### src/rtl/spi_regbank.sv
module spi_regbank #(
  parameter int REGS_PER_SUB = 4
) (
  input  logic clk,
  input  logic rst_n,
  input  logic sclk,
  input  logic cs_n,
  input  logic mosi,
  output logic miso,
  output logic err_flag
);
  localparam int NSLOT = 14;
  localparam int DEPTH = NSLOT * REGS_PER_SUB;
  localparam int AW    = $clog2(DEPTH);
  localparam int IW    = $clog2(REGS_PER_SUB);

  logic [2:0] sclk_q;
  logic [1:0] cs_q, mosi_q;
  logic [2:0] bit_cnt;
  logic [3:0] byte_cnt;
  logic [7:0] cmd;
  logic [IW-1:0] regn;
  logic [30:0] sh_in;
  logic [31:0] sh_out;
  logic rd_load;
  logic [31:0] store [DEPTH];

  function automatic logic [4:0] slot_of(input logic [2:0] b, input logic [3:0] s);
    case (b)
      3'd1: if (s <= 4'd4) return {1'b1, s};
            else if (s == 4'd6) return 5'b1_0101;
      3'd2: if (s == 4'd0) return 5'b1_0110;
      3'd3: if (s <= 4'd1) return {1'b1, 4'd7 + s};
      3'd4: if (s <= 4'd1) return {1'b1, 4'd9 + s};
      3'd5: if (s <= 4'd1) return {1'b1, 4'd11 + s};
      3'd7: if (s == 4'd0) return 5'b1_1101;
      default: ;
    endcase
    return 5'b0;
  endfunction

  wire        rise     = sclk_q[1] & ~sclk_q[2];
  wire        fall     = ~sclk_q[1] & sclk_q[2];
  wire        cs_act   = ~cs_q[1];
  wire [7:0]  byte_now = {sh_in[6:0], mosi_q[1]};
  wire [31:0] word_now = {sh_in, mosi_q[1]};
  wire        is_wr    = cmd[4];
  wire [4:0]  slot_v   = slot_of(cmd[7:5], cmd[3:0]);
  wire        valid    = slot_v[4];
  wire [AW-1:0] widx   = AW'(int'(slot_v[3:0]) * REGS_PER_SUB + int'(regn));
  wire        last_bit = rise & cs_act & (bit_cnt == 3'd7);
  wire        wr_commit = last_bit & (byte_cnt == 4'd5) & is_wr;
  wire        rd_fetch  = last_bit & (byte_cnt == 4'd3) & ~is_wr;

  assign miso = sh_out[31];

  always_ff @(posedge clk or negedge rst_n) begin
    if (!rst_n) begin
      sclk_q <= '0;
      cs_q   <= '1;
      mosi_q <= '0;
    end else begin
      sclk_q <= {sclk_q[1:0], sclk};
      cs_q   <= {cs_q[0], cs_n};
      mosi_q <= {mosi_q[0], mosi};
    end
  end

  always_ff @(posedge clk or negedge rst_n) begin
    if (!rst_n) begin
      bit_cnt  <= '0;
      byte_cnt <= '0;
      cmd      <= '0;
      regn     <= '0;
      sh_in    <= '0;
      sh_out   <= '0;
      rd_load  <= 1'b0;
    end else if (!cs_act) begin
      bit_cnt  <= '0;
      byte_cnt <= '0;
      sh_out   <= '0;
      rd_load  <= 1'b0;
    end else if (rise) begin
      sh_in   <= word_now[30:0];
      bit_cnt <= bit_cnt + 3'd1;
      if (bit_cnt == 3'd7) begin
        if (byte_cnt != 4'd8) byte_cnt <= byte_cnt + 4'd1;
        if (byte_cnt == 4'd0) cmd  <= byte_now;
        if (byte_cnt == 4'd1) regn <= byte_now[IW-1:0];
      end
      if (rd_fetch) rd_load <= 1'b1;
    end else if (fall) begin
      if (rd_load) begin
        sh_out  <= valid ? store[widx] : '1;
        rd_load <= 1'b0;
      end else if (!is_wr && byte_cnt >= 4'd4) begin
        sh_out <= {sh_out[30:0], 1'b0};
      end
    end
  end

  always_ff @(posedge clk or negedge rst_n) begin
    if (!rst_n) begin
      for (int i = 0; i < DEPTH; i++) store[i] <= '0;
    end else if (wr_commit && valid) begin
      store[widx] <= word_now;
    end
  end

  always_ff @(posedge clk or negedge rst_n) begin
    if (!rst_n) err_flag <= 1'b0;
    else if ((wr_commit || rd_fetch) && !valid) err_flag <= 1'b1;
  end

  AST_MISO_HOLD: assert property (@(posedge clk) disable iff (!rst_n)
    (rise && cs_act) |=> $stable(miso));
  AST_ERR_STICKY: assert property (@(posedge clk) disable iff (!rst_n)
    err_flag |=> err_flag);
  AST_CS_ABORT: assert property (@(posedge clk) disable iff (!rst_n)
    !cs_act |=> (byte_cnt == 4'd0 && bit_cnt == 3'd0 && !rd_load && !miso));
  AST_BAD_READ_ONES: assert property (@(posedge clk) disable iff (!rst_n)
    (fall && cs_act && rd_load && !valid) |=> (sh_out == 32'hFFFF_FFFF));
  AST_BAD_ACCESS_FLAGS: assert property (@(posedge clk) disable iff (!rst_n)
    ((wr_commit || rd_fetch) && !valid) |=> err_flag);
  AST_FRAME_LIMIT: assert property (@(posedge clk) disable iff (!rst_n)
    byte_cnt <= 4'd8);
endmodule

### config.mk
export PLATFORM = sky130hd
export DESIGN_NAME = spi_regbank
export DESIGN_NICKNAME = d
export VERILOG_FILES = /design/src/rtl/spi_regbank.sv
export SDC_FILE = /design/constraint.sdc
export NUM_CORES = 2
export LEC_CHECK = 0
export BUFFER_PORTS_ARGS = -buffer_cell sky130_fd_sc_hd__buf_2
export CAP_MARGIN = 0
export CORE_UTILIZATION = 30
export DETAILED_ROUTE_END_ITERATION = 10
export MAX_ROUTING_LAYER = met4
export PLACE_DENSITY = 0.45
export SKIP_LAST_GASP = 1
export SLEW_MARGIN = 15
export SYNTH_ARGS = -nofsm -noshare
export SYNTH_HDL_FRONTEND = slang
export SYNTH_SLANG_ARGS = --single-unit
### constraint.sdc
create_clock -name clk -period 4.8 [get_ports clk]
set_input_delay 0.96 -clock clk [delete_from_list [all_inputs] [get_ports clk]]
set_output_delay 0.96 -clock clk [all_outputs]
set_load 0.005 [all_outputs]
==> results by stage <==
Clock tree:
- The clock net in this run drives a total of 1881 sinks.
- Clock-pin slew was measured on the worst setup and hold paths at 60 ps.
- The buffer levels on the longest clock path is 4.
- The clock root buffer is clkbuf_16.
- The clock latency of the later-clocked register in the worst-skew pair is 910 ps.
- TritonCTS created 221 clock buffers.
- The level count of the clock H-tree is 4.
- TritonCTS built the clock tree.

Synthesis:
- The cell count after synthesis is 5548.
- The share of the synthesized area in the top cell type is 0.552.
- The synthesized design contains 1881 register bits.
- The post-synthesis cell area is 85200 um^2.
- The mean area per synthesized cell is 15.4 um^2.
- Yosys mapped a number of flops with a built-in enable equal to 0.
- The prevailing post-synth register cell is dfrtp_1.
- The share of flip-flops with an asynchronous set or reset after synthesis is 1.00.
- The number of warnings issued by yosys is 0.
- By area the synthesized netlist is led by dfrtp_1, mux2_2, mux4_2, mux2_1, clkbuf_1.
- The number of nets handed over by synthesis was 5561.
- Of all cell types, the one taking the most synthesized area is dfrtp_1.
- The post-synthesis cell type count is 75.
- The share of the Yosys chip area taken by registers is 0.553.

Timing:
- The time the worst path needs with I/O delays and setup is 4640 ps.
- The worst hold margin is 85.1 ps.
- The post-route clock period utilization is 0.966.
- The number of endpoints with negative hold slack in the final report came to 0.
- Setup repair after global routing could not meet its margin everywhere.
- The count of pins over their slew limit is 0.
- The total of endpoints with negative setup slack in the final report is 0.
- The worst-case headroom to the max-slew limit is 0.284.
- The timing-limited maximum frequency is 216 MHz.
- For the final database, setup skew stands at 82.5 ps.
- The slew at the pin closest to its max-slew limit is 1070 ps.

Global route:
- The first global-routing pass estimated 422000 um of wire.
- The maximum number of pins on one net before global-route repair is 139.
- The number of antenna violations at the first check in global routing is 12.
- The number of global-route vias before repair was 52300.
- The global routing usage summed across all routing layers is 0.211.
- The global-route congestion overflow total is 0.

Floorplan:
- The starting utilization of the core area is 0.302.
- The floorplan die area is 286000 um^2.
- The chip height is 535 um.
- The count of standard-cell rows is 195.
- In this run the horizontal extent of the chip is 535 um.
- The core region is 282000 um^2.
- The number of top-level pins is 7.

Drt:
- The number of DRC violations after detailed-routing iteration 0 is 3758.
- The routed length per instance is 30.9 um.
- For this block, the via count after detailed routing is 50800.
- After detailed routing, the met2 layer carries 133000 um of wire.
- The number of nets still failing antenna checks after routing is 0.
- The detailed-routing iteration count for the pre-antenna-repair pass is 5.
- The routed wire length is 293000 um.
- Using the TritonRoute via totals, the vias-per-cell ratio works out to 5.36.
- Signal routing reaches up to met4.
- The detailed router put a total of 139000 um of wire on met1.
- In the routed design, unresolved DRC markers number 0.
- Detailed routing placed a total of 13100 um of wire on met3.

Worst setup path:
- STA classifies the critical path startpoint as a register.
- The cell that appears most often on the critical path is nor2_1.
- The delay of the slowest cell on the worst path is 700 ps.
- The critical path start-end classification is reg -> reg.
- The worst setup path is captured at a register.
- At the worst endpoint, the required time is 5540 ps.
- The slowest stage of the critical path is the nor4_1 cell.
- For the worst setup path, the data arrival time is 5370 ps.
- The critical path goes through nor2_1 -> inv_2 -> or2_2 -> inv_1 -> fa_1 -> nor2_1 -> nor2_1 -> a211o_1 -> nor2_4 -> buf_4 -> buf_4 -> nand3_1 -> o221ai_1 -> nor4_1 -> nor4_1 -> o21ai_0.
- In this run the worst path has a maximum fanout of 15.
- The worst register-to-register path begins at cmd[6].
- Tracing the worst setup path back leads to its startpoint at cmd[6].

Finish:
- The net count of the finished layout is 5576.
- Of the cells placed in the final design, the portion with a size suffix greater than 1 is 0.515.
- The area growth from synthesis to final layout is 15.4%.
- At the end of the flow the core is filled with cells to 0.348.

Placement:
- The HPWL after detailed placement is 187000 um.
- At the end of routability-driven placement, the weighted congestion stood at 0.920.
- In this run the tool buffered the top-level ports with 6 buffer cells.

Power:
- The leakage power is 46.4 nW.
- The power density over cell area is 344 nW/um^2.
- The maximum resistive drop on vdd is 268 uV.

Hold path:
- The worst min-delay path category is in -> async.

Status:
- The flow ran to the end, and the final reports show no timing, DRC or antenna violations.

Run:
- The max-capacitance violation count is 0.
## power by group
part           switching (mW)  internal (mW)  total, mW
Clock                    6.85           9.85       16.7
Sequential              0.130           15.9       16.0
Combinational           0.985          0.143       1.13
Total                    7.97           25.9       33.9
## cells in the mapped netlist, types with 10 or more instances
library cell,count
buf_4,29
inv_1,14
mux2_2,1720
buf_2,184
a211oi_1,11
o21ai_0,48
a21oi_1,48
a311oi_1,10
nand3_1,51
nand2_1,185
a221oi_1,26
mux2i_1,37
mux4_2,440
clkbuf_1,269
mux2_1,132
dfrtp_1,1879
a22oi_1,58
buf_1,68
nor3_1,36
nor2_1,80
o22ai_1,10
a31oi_1,12
nor4_1,10
a22o_1,12
nand4_1,15
## per-layer routing
metal	global-route usage	up-vias
met1	0.302	28400
met4	0.0551	0
met5	-	-
met3	0.0278	386
li1	-	20700
met2	0.315	1257
## registers in the layout, summed over array words and instances, names as in the netlist, 2 cells and up
| register | flops |
|---|---|
| sh_out | 32 |
| sh_in | 31 |
| regn | 2 |
| cs_q | 2 |
| bit_cnt | 3 |
| cmd | 8 |
| mosi_q | 2 |
| byte_cnt | 4 |
| sclk_q | 3 |
| store | 1792 |
## stage by stage
step	setup WS, ps	instance area, um^2	setup TNS [ps]	std cells	total power [mW]
2_1_floorplan	903	85200	0	5548	16.7
3_3_place_gp	-10.6	91200	-10.6	9083	17.5
3_5_place_dp	86.0	91200	0	9083	17.5
4_1_cts	74.3	98300	0	9467	34.4
5_1_grt	-2.60	98300	-2.60	9468	35.1
6_report	164	98300	0	9474	33.9
## cell families (layout without fill, tap and decap cells)
group | count (synthesis) | count (layout) | share of synthesized area
adder cells (fa/ha/maj) | 8 | 8 | 0.00126
buffers and inverters | 566 | 742 | 0.0289
multiplexers | 2329 | 2329 | 0.365
AND/OR/NAND/NOR | 443 | 443 | 0.0247
other | 0 | 7 | 0
AO/OA/AOI/OAI | 315 | 315 | 0.0265
XOR/XNOR | 6 | 6 | 0.000617
flip-flops | 1881 | 1881 | 0.553
## worst max-delay path, delay by kind of cell, from the launching register on
family | cells | cell delay, ps
fa+ha+maj | 1 | 440
buf+inv | 4 | 880
flops | 1 | 450
simple gates | 8 | 1900
compound gates | 3 | 790
## final cells by class
| class | count | area (um^2) |
|---|---|---|
| Clock buffer | 349 | 6640 |
| Tap cell | 3743 | 4680 |
| Antenna cell | 7 | 17.5 |
| Multi-Input combinational cell | 3101 | 35900 |
| Inverter | 16 | 60.1 |
| Fill cell | 27000 | 184000 |
| Timing Repair Buffer | 342 | 3430 |
| Sequential cell | 1881 | 47100 |
| Clock inverter | 35 | 477 |
## cell usage in the layout, fill, tap and decap left out, drive strengths merged, types with 6 or more instances in the layout
cell type | netlist | routed
dfrtp | 1879 | 1879
mux2 | 1852 | 1852
mux4 | 440 | 440
clkbuf | 269 | 349
buf | 281 | 342
nand2 | 193 | 193
nor2 | 84 | 84
a22oi | 58 | 58
nand3 | 51 | 51
o21ai | 51 | 51
a21oi | 48 | 48
nor3 | 41 | 41
mux2i | 37 | 37
a221oi | 26 | 26
inv | 15 | 21
clkinv | 1 | 20
nand4 | 15 | 15
a22o | 12 | 12
a31oi | 12 | 12
nor4 | 12 | 12
a211oi | 11 | 11
a311oi | 10 | 10
o22ai | 10 | 10
or3 | 9 | 9
o211ai | 9 | 9
nor2b | 8 | 8
o21a | 8 | 8
and3 | 8 | 8
o221ai | 8 | 8
bufinv | 0 | 8
diode | 0 | 7
a32oi | 7 | 7
ha | 7 | 7
or4 | 6 | 6
and2 | 6 | 6
## what timing repair did
action	CTS	global route
setup buffers	0	0
hold buffers	0	0
resized for setup	0	2
endpoints found under the setup margin	0	2
## final timing paths
kind | endpoint | cells after the start | slack (ps)
min reg2reg | sclk_q[1] | 0 | 350
max | sh_out[10] | 16 | 160
max reg2reg | sh_out[10] | 16 | 160
min | store[1111] | 1 | 90
min in group clk | mosi_q[0] | 1 | 150
max in group asynchronous | store[651] | 2 | 3360
Note: power is estimated with default switching activity, not from simulation.
